## src/rtl/tmr_pkg.sv

```systemverilog
package tmr_pkg;
  typedef enum logic [1:0] {
    MODE_IDLE  = 2'b00,
    MODE_EVENT = 2'b01,
    MODE_TIMER = 2'b10,
    MODE_PULSE = 2'b11
  } tmr_mode_e;

  localparam logic [1:0] ADDR_LO   = 2'd0;
  localparam logic [1:0] ADDR_HI   = 2'd1;
  localparam logic [1:0] ADDR_CTRL = 2'd2;

  localparam int CTRL_EN_BIT  = 4;
  localparam int CTRL_SEL_BIT = 3;
endpackage

```

## src/rtl/tmr_prescale.sv

```systemverilog
module tmr_prescale #(
  parameter int DIV = 4
) (
  input  logic clk,
  input  logic rst,
  output logic tick
);
  localparam int CW = (DIV > 1) ? $clog2(DIV) : 1;
  localparam logic [CW-1:0] LAST = CW'(DIV - 1);

  logic [CW-1:0] phase;

  assign tick = (phase == LAST);

  always_ff @(posedge clk) begin
    if (rst) phase <= '0;
    else if (tick) phase <= '0;
    else phase <= phase + 1'b1;
  end
endmodule

```

## src/rtl/tmr_sync_edge.sv

```systemverilog
module tmr_sync_edge #(
  parameter int STAGES = 2
) (
  input  logic clk,
  input  logic rst,
  input  logic din,
  output logic rise,
  output logic fall
);
  logic [STAGES:0] shreg;

  always_ff @(posedge clk) begin
    if (rst) shreg <= '0;
    else shreg <= {shreg[STAGES-1:0], din};
  end

  assign rise =  shreg[STAGES-1] & ~shreg[STAGES];
  assign fall = ~shreg[STAGES-1] &  shreg[STAGES];
endmodule

```

## src/rtl/tmr_core.sv

```systemverilog
module tmr_core #(
  parameter int W = 16
) (
  input  logic         clk,
  input  logic         rst,
  input  logic         inc,
  input  logic         wr_reload,
  input  logic         load_now,
  input  logic [W-1:0] reload_in,
  output logic [W-1:0] count,
  output logic [W-1:0] reload,
  output logic         ovf
);
  localparam logic [W-1:0] MAXV = {W{1'b1}};

  always_ff @(posedge clk) begin
    if (wr_reload) reload <= reload_in;
  end

  always_ff @(posedge clk) begin
    if (rst) begin
      count <= '0;
      ovf   <= 1'b0;
    end else begin
      ovf <= 1'b0;
      if (load_now) begin
        count <= reload_in;
      end else if (inc) begin
        if (count == MAXV) begin
          count <= reload;
          ovf   <= 1'b1;
        end else begin
          count <= count + 1'b1;
        end
      end
    end
  end
endmodule

```

## src/rtl/evt_timer16.sv

```systemverilog
module evt_timer16
  import tmr_pkg::*;
#(
  parameter int BYTE_W      = 8,
  parameter int CLK_DIV     = 4,
  parameter int SYNC_STAGES = 2
) (
  input  logic              clk,
  input  logic              rst,
  input  logic [1:0]        bus_addr,
  input  logic              bus_wr,
  input  logic              bus_rd,
  input  logic [BYTE_W-1:0] bus_wdata,
  output logic [BYTE_W-1:0] bus_rdata,
  input  logic              ext_in,
  output logic              ovf_irq
);
  localparam int W = 2 * BYTE_W;

  tmr_mode_e         mode_q;
  logic              en_q;
  logic              sel_q;
  logic [BYTE_W-1:0] lo_buf;
  logic              gate_q;
  logic              tick, rise, fall, inc;
  logic [W-1:0]      cnt_q, reload_q;
  logic              wr_lo, wr_hi, wr_ctrl, rd_hi;
  logic              start_edge, stop_edge, event_edge;

  assign wr_lo   = bus_wr && (bus_addr == ADDR_LO);
  assign wr_hi   = bus_wr && (bus_addr == ADDR_HI);
  assign wr_ctrl = bus_wr && (bus_addr == ADDR_CTRL);
  assign rd_hi   = bus_rd && (bus_addr == ADDR_HI);

  tmr_prescale #(.DIV(CLK_DIV)) u_pre (
    .clk(clk), .rst(rst), .tick(tick)
  );

  tmr_sync_edge #(.STAGES(SYNC_STAGES)) u_sync (
    .clk(clk), .rst(rst), .din(ext_in), .rise(rise), .fall(fall)
  );

  // edge-select meaning differs per mode
  assign event_edge = sel_q ? fall : rise;
  assign start_edge = sel_q ? rise : fall;
  assign stop_edge  = sel_q ? fall : rise;

  always_ff @(posedge clk) begin
    if (rst || !en_q || (mode_q != MODE_PULSE)) gate_q <= 1'b0;
    else if (start_edge) gate_q <= 1'b1;
    else if (stop_edge) gate_q <= 1'b0;
  end

  always_comb begin
    inc = 1'b0;
    if (en_q) begin
      unique case (mode_q)
        MODE_EVENT: inc = event_edge;
        MODE_TIMER: inc = tick;
        MODE_PULSE: inc = gate_q & tick;
        default:    inc = 1'b0;
      endcase
    end
  end

  tmr_core #(.W(W)) u_core (
    .clk(clk), .rst(rst), .inc(inc),
    .wr_reload(wr_hi), .load_now(wr_hi && !en_q),
    .reload_in({bus_wdata, lo_buf}),
    .count(cnt_q), .reload(reload_q), .ovf(ovf_irq)
  );

  always_ff @(posedge clk) begin
    if (rst) begin
      mode_q <= MODE_IDLE;
      en_q   <= 1'b0;
      sel_q  <= 1'b0;
    end else if (wr_ctrl) begin
      mode_q <= tmr_mode_e'(bus_wdata[BYTE_W-1 -: 2]);
      en_q   <= bus_wdata[CTRL_EN_BIT];
      sel_q  <= bus_wdata[CTRL_SEL_BIT];
    end
  end

  always_ff @(posedge clk) begin
    if (rst) lo_buf <= '0;
    else if (wr_lo) lo_buf <= bus_wdata;
    else if (rd_hi) lo_buf <= cnt_q[BYTE_W-1:0];
  end

  always_ff @(posedge clk) begin
    if (rst) begin
      bus_rdata <= '0;
    end else if (bus_rd) begin
      bus_rdata <= '0;
      case (bus_addr)
        ADDR_LO: bus_rdata <= lo_buf;
        ADDR_HI: bus_rdata <= cnt_q[W-1:BYTE_W];
        ADDR_CTRL: begin
          bus_rdata[BYTE_W-1 -: 2]  <= mode_q;
          bus_rdata[CTRL_EN_BIT]  <= en_q;
          bus_rdata[CTRL_SEL_BIT] <= sel_q;
        end
        default: bus_rdata <= '0;
      endcase
    end
  end
endmodule

```

## config.mk

```make
export PLATFORM = sky130hd
export DESIGN_NAME = evt_timer16
export DESIGN_NICKNAME = d
export VERILOG_FILES = /design/src/rtl/tmr_pkg.sv /design/src/rtl/tmr_prescale.sv /design/src/rtl/tmr_sync_edge.sv /design/src/rtl/tmr_core.sv /design/src/rtl/evt_timer16.sv
export SDC_FILE = /design/constraint.sdc
export NUM_CORES = 1
export LEC_CHECK = 0
export ABC_AREA = 0
export BUFFER_PORTS_ARGS = -buffer_cell sky130_fd_sc_hd__buf_4
export CAP_MARGIN = 20
export CORE_MARGIN = 3
export CORE_UTILIZATION = 54
export CTS_CLUSTER_DIAMETER = 80
export CTS_CLUSTER_SIZE = 20
export DETAILED_ROUTE_END_ITERATION = 6
export PLACE_DENSITY_LB_ADDON = 0.05
export SYNTH_ARGS = -nofsm -noshare
export SYNTH_HDL_FRONTEND = slang
export SYNTH_SLANG_ARGS = --single-unit
```

## constraint.sdc

```tcl
create_clock -name clk -period 4.05 [get_ports clk]
set_input_delay 0.81 -clock clk [delete_from_list [all_inputs] [get_ports clk]]
set_output_delay 0.81 -clock clk [all_outputs]
set_load 0.05 [all_outputs]
```

# ---- Yosys cells after proc, flatten, opt, wreduce, memory -nomap -nowiden
# Cells that the tools add are included.
# W data, S select, Z words.
dict set report word_totals {
  ram_bits 0
  memories 0
  regBits 59
  rom_bits 0
  latch_bits 0
}
dict set report op_classes {
  bitwise 6
  mul 0
  order_cmp 0
  eq_ne 8
  mux 16
  div_mod_pow 0
  addsub 2
  shifts 0
  n_reduce_logical 14
}
# operator count
set op_table {}
lappend op_table {{$mux W16} 3}
lappend op_table {{$add A16 B1 Y16 const B} 1}
lappend op_table {{$eq A16 B16 Y1 const B} 1}
lappend op_table {{$mux W8} 2}
lappend op_table {{$pmux W2 S3} 2}
lappend op_table {{$eq A2 B2 Y1 const B} 4}
lappend op_table {{$mux W1} 6}
lappend op_table {{$pmux W3 S2} 1}
lappend op_table {{$reduce_bool A2 Y1} 3}
lappend op_table {{$logic_and A1 B1 Y1} 5}
lappend op_table {{$eq A2 B1 Y1 const B} 2}
lappend op_table {{$and A1 B1 Y1} 3}
lappend op_table {{$not A1 Y1} 3}
lappend op_table {{$pmux W1 S3} 1}
lappend op_table {{$reduce_or A3 Y1} 1}
lappend op_table {{$add A2 B1 Y2 const B} 1}
lappend op_table {{$logic_not A2 Y1} 1}
lappend op_table {{$logic_or A1 B1 Y1} 2}
lappend op_table {{$ne A2 B2 Y1 const B} 1}
lappend op_table {{$pmux W1 S2} 1}
lappend op_table {{$reduce_or A2 Y1} 1}
lappend op_table {{$logic_not A1 Y1} 1}

# ---- Logic depth before layout (Yosys ltp)
dict set report depth {
  ltp_word 7
  ltp_mapped 9
}

# ---- Modules after synthesis
# A second synthesis with hierarchy kept.
dict set report hier_totals {
  hier_cells 313
  area_unflattened_um2 2921.6
}
# mod n_inst area_each_um2 cells_per_inst
set by_module_without_submodules {}
lappend by_module_without_submodules {tmr_core 1 1696.6 177}
lappend by_module_without_submodules {evt_timer16 1 1058.5 123}
lappend by_module_without_submodules {tmr_sync_edge 1 91.3 8}
lappend by_module_without_submodules {tmr_prescale 1 75.1 5}

# ---- Worst setup path before layout
# No wires, ideal clock.
dict set report synth_timing {
  path_kind {in2reg}
  startpoint {in bus_addr[0]}
  endpoint {reg u_core.count[5]}
  arrival_ps 2466
  required_ps 3979
  n_path_buf 3
  slack_ps 1514
  stages 9
  setup_ps 71
  cell_sequence {buf_2 -> and3b_1 -> nor2b_1 -> buf_2 -> buf_2 -> nand2_1 -> a32oi_1 -> o21ai_1 -> a21oi_1}
}
dict set report synth_via {
  elab_chain_cells 4
  elab_cells_between_ends 5
  cone_classes {eq/ne (1); mux (1); reduce/logical (3)}
}
# item line_no
set synth_lines {}
lappend synth_lines {{start, declared} evt_timer16.sv:10} ;# input logic [1:0] bus_addr,
lappend synth_lines {{$eq A2 B1 Y1 (*)} evt_timer16.sv:31} ;# assign wr_hi = bus_wr && (bus_addr == ADDR_HI);
lappend synth_lines {{$logic_and A1 B1 Y1 (*)} evt_timer16.sv:31}
lappend synth_lines {{via u_core.wr_reload} tmr_core.sv:7} ;# input logic wr_reload,
lappend synth_lines {{$logic_and A1 B1 Y1 (*)} evt_timer16.sv:68} ;# .wr_reload(wr_hi), .load_now(wr_hi && !en_q),
lappend synth_lines {{$mux W16 or $reduce_bool A2 Y1 (tied branches)} -}
lappend synth_lines {{end signal, assigned} tmr_core.sv:27} ;# count <= reload_in;
lappend synth_lines {{end signal, assigned} tmr_core.sv:30} ;# count <= reload;
lappend synth_lines {{end signal, assigned} tmr_core.sv:33} ;# count <= count + 1'b1;
lappend synth_lines {{end, declared} tmr_core.sv:10} ;# output logic [W-1:0] count,
# Mark *: on every way through the listed nets, which the timed path passes. The rest lies on a longest branch.
# A chain may end at the register's enable or synchronous reset.

# ---- Worst setup path after layout
dict set report layout_timing {
  startpoint {in bus_addr[0]}
  endpoint {reg u_core.count[7]}
}
# Same word-level chain as after synthesis.

==> implementation parameters <==
Parameter                              Value

Floorplanning
  Number of top-level pins ... 24
  Placeable core region ... 5170 µm²
  Site row count ... 26
  Die area ... 6310 µm²
  Initial standard-cell utilization of the core ... 0.563
  Overall die height ... 79.4 µm
  Die width ... 79.4 µm

Routing
  Initial DRC Count ... 174
  DR DRC count ... 0
  Total via count in the routed design ... 2,388
  Overall routed net length ... 7080 µm
  Mean routed wirelength per cell ... 17.4 µm
  Length of the first detailed-routing pass in iterations ... 4
  Antenna Nets Post-Route ... 0
  Vias per Instance ... 5.88

Critical path
  Nature of the critical path endpoint ... register
  Arrival time of the worst setup path ... 2750 ps
  Critical Path Fanout Max ... 20
  CP Launch Type ... input port
  Startpoint-to-endpoint class of the critical path ... in -> reg
  Required time at the endpoint of the critical path ... 4280 ps

Synthesis
  Synthesis warning total ... 0
  Synth area leader ... sky130_fd_sc_hd__dfxtp_1
  Most used flip-flop cell after synthesis ... sky130_fd_sc_hd__dfxtp_1
  Post-synthesis async set-or-reset flop share ... 0
  Post-synthesis net count ... 335
  Cells after synthesis ... 318
  Synth Register Bits ... 59
  Synthesized cell area ... 2910 µm²
  Top-area cell type share of the netlist area ... 0.296
  Count of unique library cells instantiated by Yosys ... 54
  Seq/Total Area, Yosys ... 0.461
  Synth top area cells ... sky130_fd_sc_hd__dfxtp_1, sky130_fd_sc_hd__edfxtp_1, sky130_fd_sc_hd__nand2_1, sky130_fd_sc_hd__nor2_1, sky130_fd_sc_hd__a21oi_1
  Number of flops mapped to enable cells by yosys ... 16
  Avg Inst Size Synth ... 9.15 µm²

Global route
  GR Overflow Total ... 0
  Via count of the first global-routing pass ... 2,275
  First-pass GRT wire length ... 11,600 µm
  Initial antenna violation count ... 0
  Largest net degree at the start of global routing ... 45
  Global router's overall resource usage ... 0.245

Hold path
  Kind of path behind the tightest hold check ... reg -> reg

Timing
  Count of endpoints failing setup in the final report ... 0
  Final worst path period share ... 0.623
  Clock skew ... 9.71 ps
  Setup repair after global routing missed its margin ... no
  Final Hold Vio Count ... 0
  Fin worst setup slack ... 1530 ps
  Slew margin rel. ... 0.452
  Highest clock rate ... 0.396 GHz
  Post-layout minimum cycle time ... 2520 ps
  Summed negative setup slack over all endpoints ... 0 ps
  Tightest hold margin ... 437 ps
  Count of final max-slew check failures ... 0
  Slew of the pin with the lowest slew margin ... 820 ps

Final layout
  Number of fill cells ... 430
  Antenna diode count ... 0
  Area occupied by registers ... 1340 µm²
  Nets ... 348
  Multi-input gate area ... 1450 µm²
  Layout Utilization ... 0.629
  Post-synthesis to final-layout area growth ... 11.8%
  Fraction of layout instances using a drive strength above 1 ... 0.173

Power and ir drop
  Worst-case vdd ir drop ... 0.000226 V
  Pwr Density ... 377 nW/µm²
  Leakage ... 0.00119 µW

Clocking
  Number of buffers between clock root and the deepest sink ... 2
  Maximum level of the CTS H-tree ... 3
  Resized cells post-CTS ... 0
  Clock sinks ... 59
  Clk root buf ... sky130_fd_sc_hd__clkbuf_8
  Post-CTS Setup Inserts ... 0
  Clock tree from TritonCTS ... yes
  Hold buffer count at cts ... 0
  Clock slew at the register clock pins of the worst setup and hold paths ... 60 ps
  Latest clock arrival within the worst-skew pair ... 340 ps
  Clock buffers created by TritonCTS ... 9

Placed design
  Detailed placement HPWL ... 4880 µm
  Worst Setup Slack post-DPL ... 1220 ps
  GP Congestion ... 0.850
  Number of port buffers ... 23

Status
  Result of the run ... completed

Flow run
  Number of maximum-capacitance violations ... 0
-- kinds of logic after synthesis --
family / synth area share
muxes: 0.0469
buffers and inverters: 0.0404
xor gates and xnor gates: 0.0331
and+or+nand+nor: 0.232
adders and majority gates: 0.00860
AOI/OAI and AO/OA: 0.178
DFF: 0.461
-- per-stage QoR --
step           power, µW  std cells  cell area, µm²
2_1_floorplan        722        318            2910
3_3_place_gp         760        390            3080
3_5_place_dp         762        390            3080
4_1_cts             1230        406            3250
5_1_grt             1270        406            3250
6_report            1230        406            3250
-- synth_stat cells (2+ instances only) --
cell type,instances
sky130_fd_sc_hd__nand4_1,2
sky130_fd_sc_hd__edfxtp_1,16
sky130_fd_sc_hd__nor4_4,2
sky130_fd_sc_hd__a211oi_2,3
sky130_fd_sc_hd__nor3_1,9
sky130_fd_sc_hd__xnor2_1,5
sky130_fd_sc_hd__a211oi_1,8
sky130_fd_sc_hd__nand2b_1,2
sky130_fd_sc_hd__o21ai_0,5
sky130_fd_sc_hd__o211ai_1,2
sky130_fd_sc_hd__a311oi_1,10
sky130_fd_sc_hd__nor2b_1,9
sky130_fd_sc_hd__a31oi_1,3
sky130_fd_sc_hd__ha_1,2
sky130_fd_sc_hd__a21o_1,3
sky130_fd_sc_hd__xor2_1,6
sky130_fd_sc_hd__nand3_1,19
sky130_fd_sc_hd__inv_1,3
sky130_fd_sc_hd__mux2_2,5
sky130_fd_sc_hd__buf_2,4
sky130_fd_sc_hd__a21oi_1,26
sky130_fd_sc_hd__o22ai_1,2
sky130_fd_sc_hd__buf_1,3
sky130_fd_sc_hd__clkbuf_1,13
sky130_fd_sc_hd__buf_4,2
sky130_fd_sc_hd__nand2_1,41
sky130_fd_sc_hd__dfxtp_1,43
sky130_fd_sc_hd__nor2_1,37
sky130_fd_sc_hd__mux2i_1,8
-- layout make-up --
type | instances | area share
Clock buffer | 14 | 0.0500
Inverter | 3 | 0.00346
Clock inverter | 2 | 0.00384
Tap cell | 70 | 0.0269
Sequential cell | 59 | 0.412
Multi-Input combinational cell | 233 | 0.446
Timing Repair Buffer | 25 | 0.0577
-- final timing paths --
check	from	to	slack (ps)	depth (start not counted)
setup / recovery	bus_addr[0]	u_core.count[7]$_SDFFE_PP0P_	1530	7
hold / removal	u_pre.phase[0]$_SDFF_PP0_	u_pre.phase[0]$_SDFF_PP0_	440	1
setup reg to reg	u_core.count[0]$_SDFFE_PP0P_	u_core.count[8]$_SDFFE_PP0P_	1730	7
hold reg to reg	u_pre.phase[0]$_SDFF_PP0_	u_pre.phase[0]$_SDFF_PP0_	440	1
-- state kept, by name (all words and copies together), names as in the netlist, 2 cells and up --
name	flops
u_core.count	16
u_sync.shreg	3
u_pre.phase	2
lo_buf	8
u_core.reload	16
bus_rdata	8
mode_q	2
-- worst max-delay path, stage by stage --
cell and delay (ps):
sky130_fd_sc_hd__buf_4 230, sky130_fd_sc_hd__and3b_1 390, sky130_fd_sc_hd__buf_4 280, sky130_fd_sc_hd__nand2b_1 330
sky130_fd_sc_hd__nand2_1 360, sky130_fd_sc_hd__nor2_1 140, sky130_fd_sc_hd__a21o_1 210
-- where the power goes --
group / total [µW] / leakage (µW) / switching [µW] / internal [µW]
clock: 476 / 0.0000867 / 221 / 255
combinational: 99.6 / 0.000609 / 61.7 / 37.9
sequential: 650 / 0.000499 / 21.1 / 629
-- layout by cell type (no fill, tap or decap), drive strengths merged, types with 3 or more instances in the layout --
cell type and instances:
a311oi 10, xor2 6, nor2 37, inv 3, nand4 3, clkbuf 14
nor3 9, a21oi 27, nor2b 9, buf 25, xnor2 5, nand2 42
a211oi 11, a21o 3, mux2i 8, mux2 5, edfxtp 16, dfxtp 43
a31oi 3, o21ai 6, nand3 20
-- layer usage --
| metal | vias to the layer above | track usage | wire, µm |
|---|---|---|---|
| met3 | 11 | 0.0677 | 557 |
| met2 | 94 | 0.360 | 3110 |
| met5 | - | 0 | 0 |
| li1 | 1178 | - | - |
| met1 | 1105 | 0.343 | 3320 |
| met4 | 0 | 0.0928 | 97 |
No activity file was read; power rests on OpenSTA's default activity.
